<file path="config.mk">
export PLATFORM = sky130hd
export DESIGN_NAME = dtfs_unit
export DESIGN_NICKNAME = d
export VERILOG_FILES = /design/src/rtl/dtfs_pkg.sv /design/src/rtl/dtfs_check.sv /design/src/rtl/dtfs_status.sv /design/src/rtl/dtfs_unit.sv
export SDC_FILE = /design/constraint.sdc
export NUM_CORES = 1
export LEC_CHECK = 0
export BUFFER_PORTS_ARGS = -buffer_cell sky130_fd_sc_hd__buf_2
export CAP_MARGIN = 25
export CELL_PAD_IN_SITES_DETAIL_PLACEMENT = 2
export CELL_PAD_IN_SITES_GLOBAL_PLACEMENT = 2
export CORE_MARGIN = 1.5
export CORE_UTILIZATION = 27
export CTS_CLUSTER_SIZE = 10
export DETAILED_ROUTE_END_ITERATION = 8
export PLACE_DENSITY = 0.87
export RECOVER_POWER = 100
export SKIP_CTS_REPAIR_TIMING = 1
export SYNTH_ARGS = -nofsm -noshare
export SYNTH_HDL_FRONTEND = slang
export SYNTH_SLANG_ARGS = --single-unit
</file>
<file path="constraint.sdc">
create_clock -name clk_i -period 3.2 [get_ports clk_i]
set_input_delay 0.32 -clock clk_i [delete_from_list [all_inputs] [get_ports clk_i]]
set_output_delay 0.32 -clock clk_i [all_outputs]
set_load 0.01 [all_outputs]
</file>
<file path="src/rtl/dtfs_pkg.sv">
package dtfs_pkg;

    localparam int VA_W     = 64;
    localparam int VA_IMPL  = 43;
    localparam int PA_W     = 44;
    localparam int PG_BITS  = 13;
    localparam int PFN_W    = PA_W - PG_BITS;
    localparam int OPC_W    = 6;
    localparam int REG_W    = 5;
    localparam int MODE_W   = 2;
    localparam int NMODES   = 1 << MODE_W;
    localparam int CAUSE_W  = 6;
    localparam int STAT_W   = OPC_W + REG_W + CAUSE_W;
    localparam int VPN_W    = VA_IMPL - PG_BITS;
    localparam int SPC_LO   = VA_IMPL - 2;
    localparam int UNC_HI   = SPC_LO - 1;
    localparam int UNC_LO   = UNC_HI - 1;
    localparam int EXT_W    = PA_W - UNC_LO - 1;
    localparam logic [MODE_W-1:0] MODE_KERNEL = '0;

    typedef enum logic [2:0] {
        FC_NONE  = 3'd0,
        FC_ACV   = 3'd1,
        FC_FAULT = 3'd2,
        FC_NMISS = 3'd3,
        FC_PMISS = 3'd4
    } fault_e;

    typedef struct packed {
        logic badva;
        logic miss;
        logic fonw;
        logic fonr;
        logic acv;
        logic wr;
    } cause_t;

    typedef struct packed {
        logic [PFN_W-1:0]  pfn;
        logic [NMODES-1:0] re;
        logic [NMODES-1:0] we;
        logic              fonr;
        logic              fonw;
    } pte_t;

    function automatic logic va_ok(input logic [VA_W-1:0] va);
        return (&va[VA_W-1:VA_IMPL-1]) | ~(|va[VA_W-1:VA_IMPL-1]);
    endfunction

    function automatic logic [STAT_W-1:0] pack_stat(input logic [OPC_W-1:0] opc,
                                                    input logic [REG_W-1:0] rg,
                                                    input cause_t cause);
        return {opc, rg, cause};
    endfunction

endpackage

</file>
<file path="src/rtl/dtfs_check.sv">
module dtfs_check
    import dtfs_pkg::*;
(
    input  logic [VA_W-1:0]   va,
    input  logic              is_store,
    input  logic              phys,
    input  logic              alt,
    input  logic              walk,
    input  logic              priv,
    input  logic [MODE_W-1:0] cur_mode,
    input  logic [MODE_W-1:0] alt_mode,
    input  logic              sp_en,
    input  logic              hit,
    input  pte_t              pte,
    output fault_e            fault,
    output cause_t            cause,
    output logic [PA_W-1:0]   pa
);

    logic [MODE_W-1:0] eff_mode;
    logic              superpage;

    always_comb begin
        eff_mode  = priv ? (alt ? alt_mode : MODE_KERNEL) : cur_mode;
        superpage = sp_en && (va[VA_IMPL-1:SPC_LO] == 2'b10);
    end

    always_comb begin
        fault = FC_NONE;
        cause = '0;
        pa    = '0;
        if (phys) begin
            pa = va[PA_W-1:0];
        end else if (!va_ok(va)) begin
            fault       = FC_FAULT;
            cause.badva = 1'b1;
            cause.acv   = 1'b1;
            cause.wr    = is_store;
        end else if (superpage) begin
            if (cur_mode != MODE_KERNEL) begin
                fault     = FC_ACV;
                cause.acv = 1'b1;
                cause.wr  = is_store;
            end else if (va[UNC_HI] || va[UNC_LO]) begin
                pa = {{EXT_W{1'b1}}, va[UNC_LO:0]};
            end else begin
                pa = {{EXT_W{1'b0}}, va[UNC_LO:0]};
            end
        end else if (!hit) begin
            fault      = walk ? FC_PMISS : FC_NMISS;
            cause.miss = 1'b1;
            cause.wr   = is_store;
        end else begin
            pa = {pte.pfn, va[PG_BITS-1:0]};
            if (is_store) begin
                if (!pte.we[eff_mode]) begin
                    fault      = FC_FAULT;
                    cause.wr   = 1'b1;
                    cause.acv  = 1'b1;
                    cause.fonw = pte.fonw;
                end else if (pte.fonw) begin
                    fault      = FC_FAULT;
                    cause.wr   = 1'b1;
                    cause.fonw = 1'b1;
                end
            end else begin
                if (!pte.re[eff_mode]) begin
                    fault      = FC_ACV;
                    cause.acv  = 1'b1;
                    cause.fonr = pte.fonr;
                end else if (pte.fonr) begin
                    fault      = FC_FAULT;
                    cause.fonr = 1'b1;
                end
            end
        end
        if (fault != FC_NONE) pa = '0;
    end

endmodule

</file>
<file path="src/rtl/dtfs_status.sv">
module dtfs_status
    import dtfs_pkg::*;
(
    input  logic              clk,
    input  logic              rst,
    input  logic              fault_ev,
    input  logic              rd_va,
    input  logic [VA_W-1:0]   va,
    input  logic [OPC_W-1:0]  opc,
    input  logic [REG_W-1:0]  rg,
    input  cause_t            cause,
    input  logic [VA_W-1:0]   ptbr,
    output logic [VA_W-1:0]   fault_va,
    output logic [STAT_W-1:0] stat,
    output logic [VA_W-1:0]   va_form,
    output logic              locked
);

    logic            capture;
    logic [VA_W-1:0] form_d;

    always_comb begin
        capture = fault_ev && (!locked || rd_va);
        form_d  = ptbr | (VA_W'(va[VA_IMPL-1:PG_BITS]) << 3);
    end

    always_ff @(posedge clk) begin
        if (rst) begin
            fault_va <= '0;
            stat     <= '0;
            va_form  <= '0;
            locked   <= 1'b0;
        end else begin
            if (capture) begin
                fault_va <= va;
                stat     <= pack_stat(opc, rg, cause);
                va_form  <= form_d;
            end
            if (fault_ev)   locked <= 1'b1;
            else if (rd_va) locked <= 1'b0;
        end
    end

endmodule

</file>
<file path="src/rtl/dtfs_unit.sv">
module dtfs_unit
    import dtfs_pkg::*;
(
    input  logic              clk_i,
    input  logic              rst_i,
    input  logic              req_valid_i,
    input  logic [VA_W-1:0]   va_i,
    input  logic              is_store_i,
    input  logic              phys_i,
    input  logic              alt_i,
    input  logic              walk_i,
    input  logic              priv_i,
    input  logic [MODE_W-1:0] cur_mode_i,
    input  logic [MODE_W-1:0] alt_mode_i,
    input  logic              sp_en_i,
    input  logic [VA_W-1:0]   ptbr_i,
    input  logic [OPC_W-1:0]  opcode_i,
    input  logic [REG_W-1:0]  reg_i,
    input  logic              tlb_hit_i,
    input  logic [PFN_W-1:0]  tlb_pfn_i,
    input  logic [NMODES-1:0] tlb_re_i,
    input  logic [NMODES-1:0] tlb_we_i,
    input  logic              tlb_fonr_i,
    input  logic              tlb_fonw_i,
    input  logic              va_rd_i,
    output logic              rsp_valid_o,
    output logic [PA_W-1:0]   pa_o,
    output logic [2:0]        fault_o,
    output logic [VA_W-1:0]   fault_va_o,
    output logic [STAT_W-1:0] mm_stat_o,
    output logic [VA_W-1:0]   va_form_o,
    output logic              locked_o
);

    pte_t            pte;
    fault_e          fault_c;
    cause_t          cause_c;
    logic [PA_W-1:0] pa_c;
    logic            fault_ev;

    always_comb begin
        pte.pfn  = tlb_pfn_i;
        pte.re   = tlb_re_i;
        pte.we   = tlb_we_i;
        pte.fonr = tlb_fonr_i;
        pte.fonw = tlb_fonw_i;
        fault_ev = req_valid_i && (fault_c != FC_NONE);
    end

    dtfs_check u_check (
        .va       (va_i),
        .is_store (is_store_i),
        .phys     (phys_i),
        .alt      (alt_i),
        .walk     (walk_i),
        .priv     (priv_i),
        .cur_mode (cur_mode_i),
        .alt_mode (alt_mode_i),
        .sp_en    (sp_en_i),
        .hit      (tlb_hit_i),
        .pte      (pte),
        .fault    (fault_c),
        .cause    (cause_c),
        .pa       (pa_c)
    );

    dtfs_status u_status (
        .clk      (clk_i),
        .rst      (rst_i),
        .fault_ev (fault_ev),
        .rd_va    (va_rd_i),
        .va       (va_i),
        .opc      (opcode_i),
        .rg       (reg_i),
        .cause    (cause_c),
        .ptbr     (ptbr_i),
        .fault_va (fault_va_o),
        .stat     (mm_stat_o),
        .va_form  (va_form_o),
        .locked   (locked_o)
    );

    always_ff @(posedge clk_i) begin
        if (rst_i) begin
            rsp_valid_o <= 1'b0;
            pa_o        <= '0;
            fault_o     <= FC_NONE;
        end else begin
            rsp_valid_o <= req_valid_i;
            if (req_valid_i) begin
                pa_o    <= pa_c;
                fault_o <= fault_c;
            end
        end
    end

endmodule

</file>
== Yosys cells after proc, flatten, opt, wreduce, memory -nomap -nowiden ==
Cells that the tools add are included.

* Order comparisons: 1
* Muxes and demuxes: 47
* Bitwise logic cells: 3
* Eq/ne operators: 1
* Reduce and logical (&&, ||, !) cells: 11

{| class="wikitable"
|+ Operators by type and width
! kind !! number
|-
| $mux 44 || 7
|-
| $or 64x33->64 || 1
|-
| $mux 3 || 11
|-
| $reduce_and 22->1 || 1
|-
| $reduce_or 22->1 || 1
|-
| $mux 1 || 19
|-
| $mux 2 || 7
|-
| $mux 6 || 1
|-
| $bmux 1 s2 || 2
|-
| $reduce_bool 2->1 || 2
|-
| $logic_and 1x1->1 || 3
|-
| $lt 2x3->1 const B || 1
|-
| $reduce_bool 3->1 || 1
|-
| $eq 2x2->1 const B || 1
|-
| $logic_or 1x1->1 || 2
|-
| $logic_not 1->1 || 1
|-
| $not 1->1 || 1
|-
| $or 1x1->1 || 1
|}

* Output and inout bits: 194
* Word-level logic and storage cells: 70
* Bits of input ports: 195
* Bits in registers: 194

== Longest topological paths before layout ==
Gate-level depths: netlist of run 1.

* Depth in word-level cells: 13
* Gate-level depth with buffers: 10
* Mapped depth without buffers: 7

== Modules after synthesis ==
From an unflattened synthesis of run 1, not the netlist that was laid out.

* Cell total of the unflattened synthesis: 989
* Area total of the unflattened synthesis: 9057.4 um^2

{| class="wikitable"
|+ Modules (own cells, without submodules)
! module !! seq. area each (um^2) !! instances !! area an instance (um^2) !! cells an instance
|-
| dtfs_status || 2922.8 || 1 || 6150.9 || 662
|-
| dtfs_unit || 960.9 || 1 || 1714.1 || 155
|-
| dtfs_check || 0.0 || 1 || 1192.4 || 172
|}

== Worst setup path before layout of run 1 ==
No wires, ideal clock.

* Path kind: input to register
* Start: in va_i[47]
* End: reg u_status.stat[1]
* Arrival time: 2.260 ns
* Setup slack: 0.820 ns
* Stages: 7
* Library setup time: 0.121 ns
* Path buffers: 1
* Required time: 3.079 ns
* Cell sequence: or4_1 or4_4 nand2_2 o221a_2 buf_4 a21o_1 mux2_2

* Longest elaborated chain between the ends: 8
* Elaborated cells on any way between the ends: 11
* Classes of those cells: mux: 4; bitwise: 2; reduce/logical: 5

{| class="wikitable"
|+ RTL lines
! item !! line !! source
|-
| start: declaration || dtfs_unit.sv:7 || <nowiki>input logic [VA_W-1:0] va_i,</nowiki>
|-
| $reduce_or 22->1 || dtfs_pkg.sv:47 || <nowiki>return (&va[VA_W-1:VA_IMPL-1]) | ~(|va[VA_W-1:VA_IMPL-1]);</nowiki>
|-
| $not 1->1 || dtfs_pkg.sv:47 ||
|-
| $or 1x1->1 (*) || dtfs_pkg.sv:47 ||
|-
| $mux 3 || dtfs_check.sv:34 || <nowiki>end else if (!va_ok(va)) begin</nowiki>
|-
| $mux 3 || dtfs_check.sv:32 || <nowiki>if (phys) begin</nowiki>
|-
| $reduce_bool 3->1 || dtfs_unit.sv:47 || <nowiki>fault_ev = req_valid_i && (fault_c != FC_NONE);</nowiki>
|-
| $logic_and 1x1->1 || dtfs_unit.sv:47 ||
|-
| $logic_and 1x1->1 || dtfs_status.sv:23 || <nowiki>capture = fault_ev && (!locked || rd_va);</nowiki>
|-
| end signal: assignment || dtfs_status.sv:36 || <nowiki>stat <= pack_stat(opc, rg, cause);</nowiki>
|-
| end: declaration || dtfs_status.sv:14 || <nowiki>output logic [STAT_W-1:0] stat,</nowiki>
|}

Every way passes the cells marked *; elsewhere a longest branch is shown, timed or not.
A chain may end at the register's enable or synchronous reset.

== Final worst setup path of run 1 ==
* Start: in priv_i
* End: reg u_status.fault_va[57]

* Longest elaborated chain between the ends: 12
* Elaborated cells on any way between the ends: 15
* Classes of those cells: mux: 12; reduce/logical: 3

{| class="wikitable"
|+ RTL lines
! item !! line !! source
|-
| start: declaration || dtfs_unit.sv:12 || <nowiki>input logic priv_i,</nowiki>
|-
| $mux 2 (*) || dtfs_check.sv:24 || <nowiki>eff_mode = priv ? (alt ? alt_mode : MODE_KERNEL) : cur_mode;</nowiki>
|-
| $bmux 1 s2 (on tied branches) || dtfs_check.sv:67, dtfs_check.sv:56 ||
|-
| $mux 1 (on tied branches) || dtfs_check.sv:67, dtfs_check.sv:56 ||
|-
| $mux 3 (on tied branches) || dtfs_check.sv:67, dtfs_check.sv:56 ||
|-
| $mux 3 (*) || dtfs_check.sv:55 || <nowiki>if (is_store) begin</nowiki>
|-
| $mux 3 (*) || dtfs_check.sv:49 || <nowiki>end else if (!hit) begin</nowiki>
|-
| $mux 3 (*) || dtfs_check.sv:39 || <nowiki>end else if (superpage) begin</nowiki>
|-
| $mux 3 (*) || dtfs_check.sv:34 ||
|-
| $mux 3 (*) || dtfs_check.sv:32 ||
|-
| $reduce_bool 3->1 (*) || dtfs_unit.sv:47 ||
|-
| $logic_and 1x1->1 (*) || dtfs_unit.sv:47 ||
|-
| $logic_and 1x1->1 (*) || dtfs_status.sv:23 ||
|-
| end signal: assignment || dtfs_status.sv:35 || <nowiki>fault_va <= va;</nowiki>
|-
| end: declaration || dtfs_status.sv:13 || <nowiki>output logic [VA_W-1:0] fault_va,</nowiki>
|}

Every way passes the cells marked *; elsewhere a longest branch is shown, timed or not. The select of a mux whose other input is x is not followed.

==> results.yml, run 1 <==
logic_synthesis:
  synth_top_area_cell: "dfxtp_1"
  synth-xor-area-share_pct: 0
  synthFlopType: "dfxtp_1"
  seq_area_frac_synth_pct: 43.5
  synth_top_area_share_pct: 43.5
  synth_cells: 1002
  synth-edff-count: 0
  synth-seq-cells: 194
  synth_area_leaders: "dfxtp_1, nand2b_1, mux2i_1"
  synth_fa_ha_area_share_pct: 0
  synthArstFlopShare_pct: 0
  syn_nets: 1197
  synth_simple_gate_area_share_pct: 27.0
  syn_area_sq_mm: 0.00893
  syn_avg_cell_area_sq_um: 8.91
  synth_top_family_by_area: "simple AND/OR/NAND/NOR gates"
  synth.distinct_cells: 47
  synth_mux_area_share_pct: 12.9
  ys.warnings.count: 0
  synth-compound-area-share_pct: 12.0
layout:
  fin_util_pct: 35.6
  fillers: 3888
  finalNetCount: 1550
  layout-drive-gt1-share_pct: 18.3
  area_growth_pct: 29.9
  regArea_sq_mm: 0.00388
  multi_input_area_sq_mm: 0.00464
global_routing:
  grt_pass1_wl_mm: 54.0
  first_global_vias: 9532
  grt_max_degree: 165
  gr-total-overflow: 0
  antenna_found_initial: 11
  track_usage_pct: 20.9
worst_setup_path:
  arrival_ns: 3.05
  endpoint_kind: "register"
  critPathLaunchType: "input pin"
  cp.required_ns: 3.56
  crit_fanout: 17
  path_class: "in2reg"
sta:
  rsz0062_at_grt: "false"
  final_period_minus_worst_setup_slack_ns: 2.68
  setup_viol: 0
  worstMarginPinSlew_ns: 1.70
  fin_crit_sh_pct: 83.9
  max-slew-margin-rel_pct: -13.3
  tns_ns: 0
  fmax_ghz: 0.373
  hold_viol: 0
  slew_viol_final: 99
  finalClockSkew_ns: 0.0117
clock_tree:
  clock_latency_ns: 0.44
  cts_tree: "built"
  clock-root-buffer: "clkbuf_16"
  path_clk_slew_ns: 0.08
  htree_levels: 4
  cts_sinks: 194
  clk_path_buf_depth: 2
  cts_buffers: 17
drt:
  firstDrtPassIters: 6
  vias_per_cell: 4.81
  routed-via-count: 8766
  wl_mm: 36.4
  drtIter0Drc: 296
  avgRoutedWirePerCell_um: 20.0
  ant_nets: 0
  drc: 0
floorplan:
  fp.dieH_um: 185
  fp.coreArea_sq_mm: 0.0325
  start_util_pct: 27.4
  die_w_um: 185
  dieArea_sq_mm: 0.0342
  pin_count: 389
  rows: 66
status:
  status: "complete, but fails checks"
  violations: "max-capacitance violations, max-slew violations"
flow_run:
  maxCapViolations: 1
placed_design:
  dp_hpwl_mm: 27.6
  gp_routability_congestion: 0.811
  port_buffers: 388
pwr:
  p_leak_nw: 4.48
  ir_worst_vdd_mv: 0.368
  p_per_area_mw_per_mm2: 495
hold_path:
  hold_path_class: "in2reg"
metal layers:
metal | GRT usage (%) | wire length [um] | up-vias
met5 | 0 | 27 | -
met4 | 10.0 | 1380 | 4
met3 | 7.67 | 2870 | 75
met2 | 36.9 | 18000 | 310
met1 | 21.8 | 14100 | 4231
li1 | - | - | 4146
flip-flops by register name (all words and copies together), names as in the netlist:
signal             flops
rsp_valid_o            1
u_status.va_form      64
u_status.fault_va     64
fault_o                3
u_status.locked        1
pa_o                  44
u_status.stat         17
layout make-up:
class / instances / area share, %
repair buffers: 410 / 16.4
multi-input cells: 729 / 40.1
flip-flops and latches: 194 / 33.5
well taps: 442 / 4.77
diodes: 13 / 0.281
inverters: 3 / 0.0971
clock buffers: 21 / 4.06
clock inverters: 11 / 0.863
critical path, cell delays in order:
cell and delay, ns:
buf_2 0.13, and3_1 0.21, o21ai_0 0.27, a2111o_1 0.19
o211ai_1 0.19, o221a_1 0.42, a21oi_1 0.50, buf_12 0.25
buf_4 0.28, mux2i_1 0.26
layout by cell type (no fill, tap or decap), types with 11 or more instances in the layout:
cell and count:
a22o_1 12, a22oi_1 27, diode_2 13, o21ai_0 66, a21oi_1 13, a31oi_1 30
buf_2 192, nand2b_1 231, nand2_1 69, clkbuf_16 17, buf_4 11, nor2_1 72
clkbuf_1 200, dfxtp_1 194, mux2i_1 114, nand3_1 36
per-stage QoR:
step / area [sq um] / instances / total power [mW] / hold WS [ns] / setup WS (ns)
2_1_floorplan: 8930 / 1002 / 3.21 / 0.416 / 0.820
3_3_place_gp: 11300 / 1778 / 3.64 / 0.432 / 0.373
3_5_place_dp: 11300 / 1778 / 3.69 / 0.449 / 0.308
4_1_cts: 11900 / 1810 / 5.89 / 0.0844 / 0.793
5_1_grt: 11600 / 1818 / 6.04 / 0.0851 / 0.318
6_report: 11600 / 1823 / 5.74 / 0.109 / 0.515
worst paths after layout:
path | from | to | slack (ns) | cells after the start
worst min-delay path | va_i[11] | pa_o[11] | 0.11 | 2
worst max register to register | u_status.locked | u_status.fault_va[57] | 1.29 | 6
worst min register to register | pa_o[12] | pa_o[12] | 0.46 | 2
worst max-delay path | priv_i | u_status.fault_va[57] | 0.52 | 10
where the power goes:
group | leakage [nW] | internal [mW] | switching, mW
logic | 2.61 | 0.381 | 0.551
registers | 1.59 | 2.56 | 0.0902
clock network | 0.281 | 1.14 | 1.02
total | 4.48 | 4.08 | 1.66
cells in the mapped netlist (2+ instances only):
library cell / instances
mux2i_1: 114
a22oi_1: 27
nor4_1: 5
a32o_1: 2
a22o_1: 12
nor3_1: 6
dfxtp_1: 194
nor2b_1: 3
clkbuf_1: 53
a21oi_1: 11
o221ai_1: 3
a31oi_1: 30
nand2b_1: 231
buf_2: 8
nand3_1: 36
a21oi_2: 2
a32oi_1: 2
inv_1: 3
buf_6: 12
and2_1: 3
o21ai_0: 48
nand4_1: 6
and3_1: 3
or4_1: 2
buf_4: 3
nand3b_1: 2
o21ai_1: 20
nor2_1: 73
nand2_1: 70
cells by family (layout without fill, tap and decap cells):
family,after synthesis,in the layout
muxes,115,115
other,0,13
and+or+nand+nor,447,447
buffers and inverters,79,445
DFF,194,194
AOI/OAI and AO/OA,167,167
Power figures use the tool's default switching activity.
==> run 2, diff against run 1 <==
--- a/config.mk
+++ b/config.mk
@@ -10,10 +10,10 @@
 export CELL_PAD_IN_SITES_DETAIL_PLACEMENT = 2
 export CELL_PAD_IN_SITES_GLOBAL_PLACEMENT = 2
 export CORE_MARGIN = 1.5
-export CORE_UTILIZATION = 27
+export CORE_UTILIZATION = 24
 export CTS_CLUSTER_SIZE = 10
 export DETAILED_ROUTE_END_ITERATION = 8
-export PLACE_DENSITY = 0.87
+export PLACE_DENSITY = 0.82
 export RECOVER_POWER = 100
 export SKIP_CTS_REPAIR_TIMING = 1
 export SYNTH_ARGS = -nofsm -noshare
==> constraint.sdc (replaced) <==
create_clock -name clk_i -period 2.2 [get_ports clk_i]
set_input_delay 0.22 -clock clk_i [delete_from_list [all_inputs] [get_ports clk_i]]
set_output_delay 0.22 -clock clk_i [all_outputs]
set_load 0.01 [all_outputs]
==> results.yml, run 2 (synthesis gave the netlist of run 1 again) <==
global_routing:
  grt_max_degree: 140
  gr-total-overflow: 0
  antenna_found_initial: 10
  first_global_vias: 9791
  track_usage_pct: 19.1
  grt_pass1_wl_mm: 56.4
placed_design:
  port_buffers: 388
  gp_routability_congestion: 0.794
  dp_hpwl_mm: 28.8
sta:
  rsz0062_at_grt: "true"
  hold_slack_ns: 0.0197
  worstMarginPinSlew_ns: 0.548
  fmax_ghz: 0.434
  fin_ws_ns: -0.103
  max-slew-margin-rel_pct: 63.5
  finalClockSkew_ns: 0.0109
  final_period_minus_worst_setup_slack_ns: 2.30
  setup_viol: 99
  hold_viol: 0
  fin_crit_sh_pct: 105
  slew_viol_final: 0
  tns_ns: -4.23
clock_tree:
  htree_levels: 4
  cts_buffers: 17
  cts_sinks: 194
  path_clk_slew_ns: 0.07
  clock-root-buffer: "clkbuf_16"
  clk_path_buf_depth: 2
  clock_latency_ns: 0.45
  cts_tree: "built"
worst_setup_path:
  endpoint_kind: "register"
  arrival_ns: 2.67
  cp_common_cell: "buf_6"
  worst_r2r_path_depth: 6
  critPathLaunchType: "input pin"
  rr_endpoint: "u_status.va_form[5]"
  crit_fanout: 8
  path_class: "in2reg"
  cp.required_ns: 2.57
  worst_path_largest_cell_delay_ns: 0.60
  crit_chain: "buf_6 > or4_4 > or4_4 > buf_6 > a21oi_4 > nand2_4 > a21oi_4 > buf_12 > buf_12 > buf_6 > mux2i_1"
  cpMaxStageDelayCell: "or4_4"
  r2r-start: "u_status.locked"
  regToRegSetupSlack_ns: 0.69
floorplan:
  die_w_um: 196
  dieArea_sq_mm: 0.0384
  fp.coreArea_sq_mm: 0.0366
  fp.dieH_um: 196
  rows: 70
  pin_count: 389
  start_util_pct: 24.4
drt:
  wl_mm: 37.7
  drtIter0Drc: 266
  vias_per_cell: 4.72
  routed-via-count: 9034
  drc: 0
  avgRoutedWirePerCell_um: 19.7
  ant_nets: 0
  firstDrtPassIters: 4
status:
  status: "complete, but fails checks"
  violations: "negative setup slack"
pwr:
  swShare_pct: 29.0
  p_leak_nw: 4.91
  fin_total_pwr_mw: 8.54
  ir_worst_vdd_mv: 0.547
  pwr-share-comb_pct: 17.9
  p_int_mw: 6.06
  p_sw_mw: 2.47
  seqPwrFrac_pct: 45.1
  p_clk_share_pct: 36.9
  p_per_area_mw_per_mm2: 687
hold_path:
  hold-path-cell-count: 2
  hold_path_class: "in2reg"
  worstHoldStart: "va_i[0]"
  min_to: "pa_o[0]"
layout:
  largestRegisters: "u_status.fault_va x64, u_status.va_form x64, pa_o x44"
  layout-drive-gt1-share_pct: 23.2
  fin_util_pct: 34.0
  final_cell_mix: "nand2b_1, clkbuf_1, dfxtp_1, buf_2, mux2i_1"
  finalNetCount: 1620
  area_growth_pct: 39.2
  fillers: 4362
  final_common_cell: "nand2b_1"
flow_run:
  maxCapViolations: 0
run 2: changes by cell type in the layout (fill, tap and decap cells not counted), sizes merged:
| cell | change |
|---|---|
| inv | -2 |
| diode | -7 |
| clkinv | +2 |
| clkbuf | -7 |
| dlygate4sd3 | +4 |
| buf | +73 |
run 2: layout make-up:
class	count	area, sq um	share of cell area [%]
inverter	3	11.3	0.0906
timing repair buffer	480	2650	21.3
clock buffer	21	470	3.78
tap	468	586	4.71
clock inverter	11	104	0.836
multi-input combinational	729	4710	37.9
sequential	194	3880	31.2
antenna	6	15.0	0.121
run 2: critical path, delay by kind of cell:
kind	cells	cell delay (ns)
compound gates	2	0.37
buf+inv	5	0.67
mux	1	0.19
simple gates	3	1.21
run 2: per-stage QoR:
stage,cell area [sq um],cells,worst slack [ns]
6_report,12400,1912,-0.103
5_1_grt,12400,1911,-0.156
4_1_cts,12400,1894,-0.194
3_5_place_dp,11900,1862,-0.671
3_3_place_gp,11900,1862,-0.580
2_1_floorplan,8950,1002,-0.0760
run 2: per-layer routing:
layer	part of all wire, %	vias up	GRT usage, %	wire (um)
met4	3.7	2	8.80	1390
met3	6.3	61	5.97	2380
met1	41	4420	21.2	15400
met2	49	272	33.4	18500
li1	-	4279	-	-
met5	0.029	-	0	11
run 2: worst max path at each step:
stage | to | from
2_1_floorplan | u_status.stat[1] | va_i[47]
3_3_place_gp | pa_o[11] | va_i[47]
3_5_place_dp | pa_o[3] | va_i[47]
4_1_cts | pa_o[8] | va_i[47]
5_1_grt | u_status.fault_va[42] | va_i[51]
6_report | u_status.va_form[44] | va_i[51]
run 2: power groups by stage:
stage / Clock [mW] / Combinational (mW) / Sequential, mW
3_3_place_gp: 0 / 1.50 / 3.91
2_1_floorplan: 0 / 0.672 / 4.01
4_1_cts: 3.28 / 1.57 / 3.85
5_1_grt: 3.43 / 1.67 / 3.88
3_5_place_dp: 0 / 1.56 / 3.93
6_report: 3.15 / 1.53 / 3.85
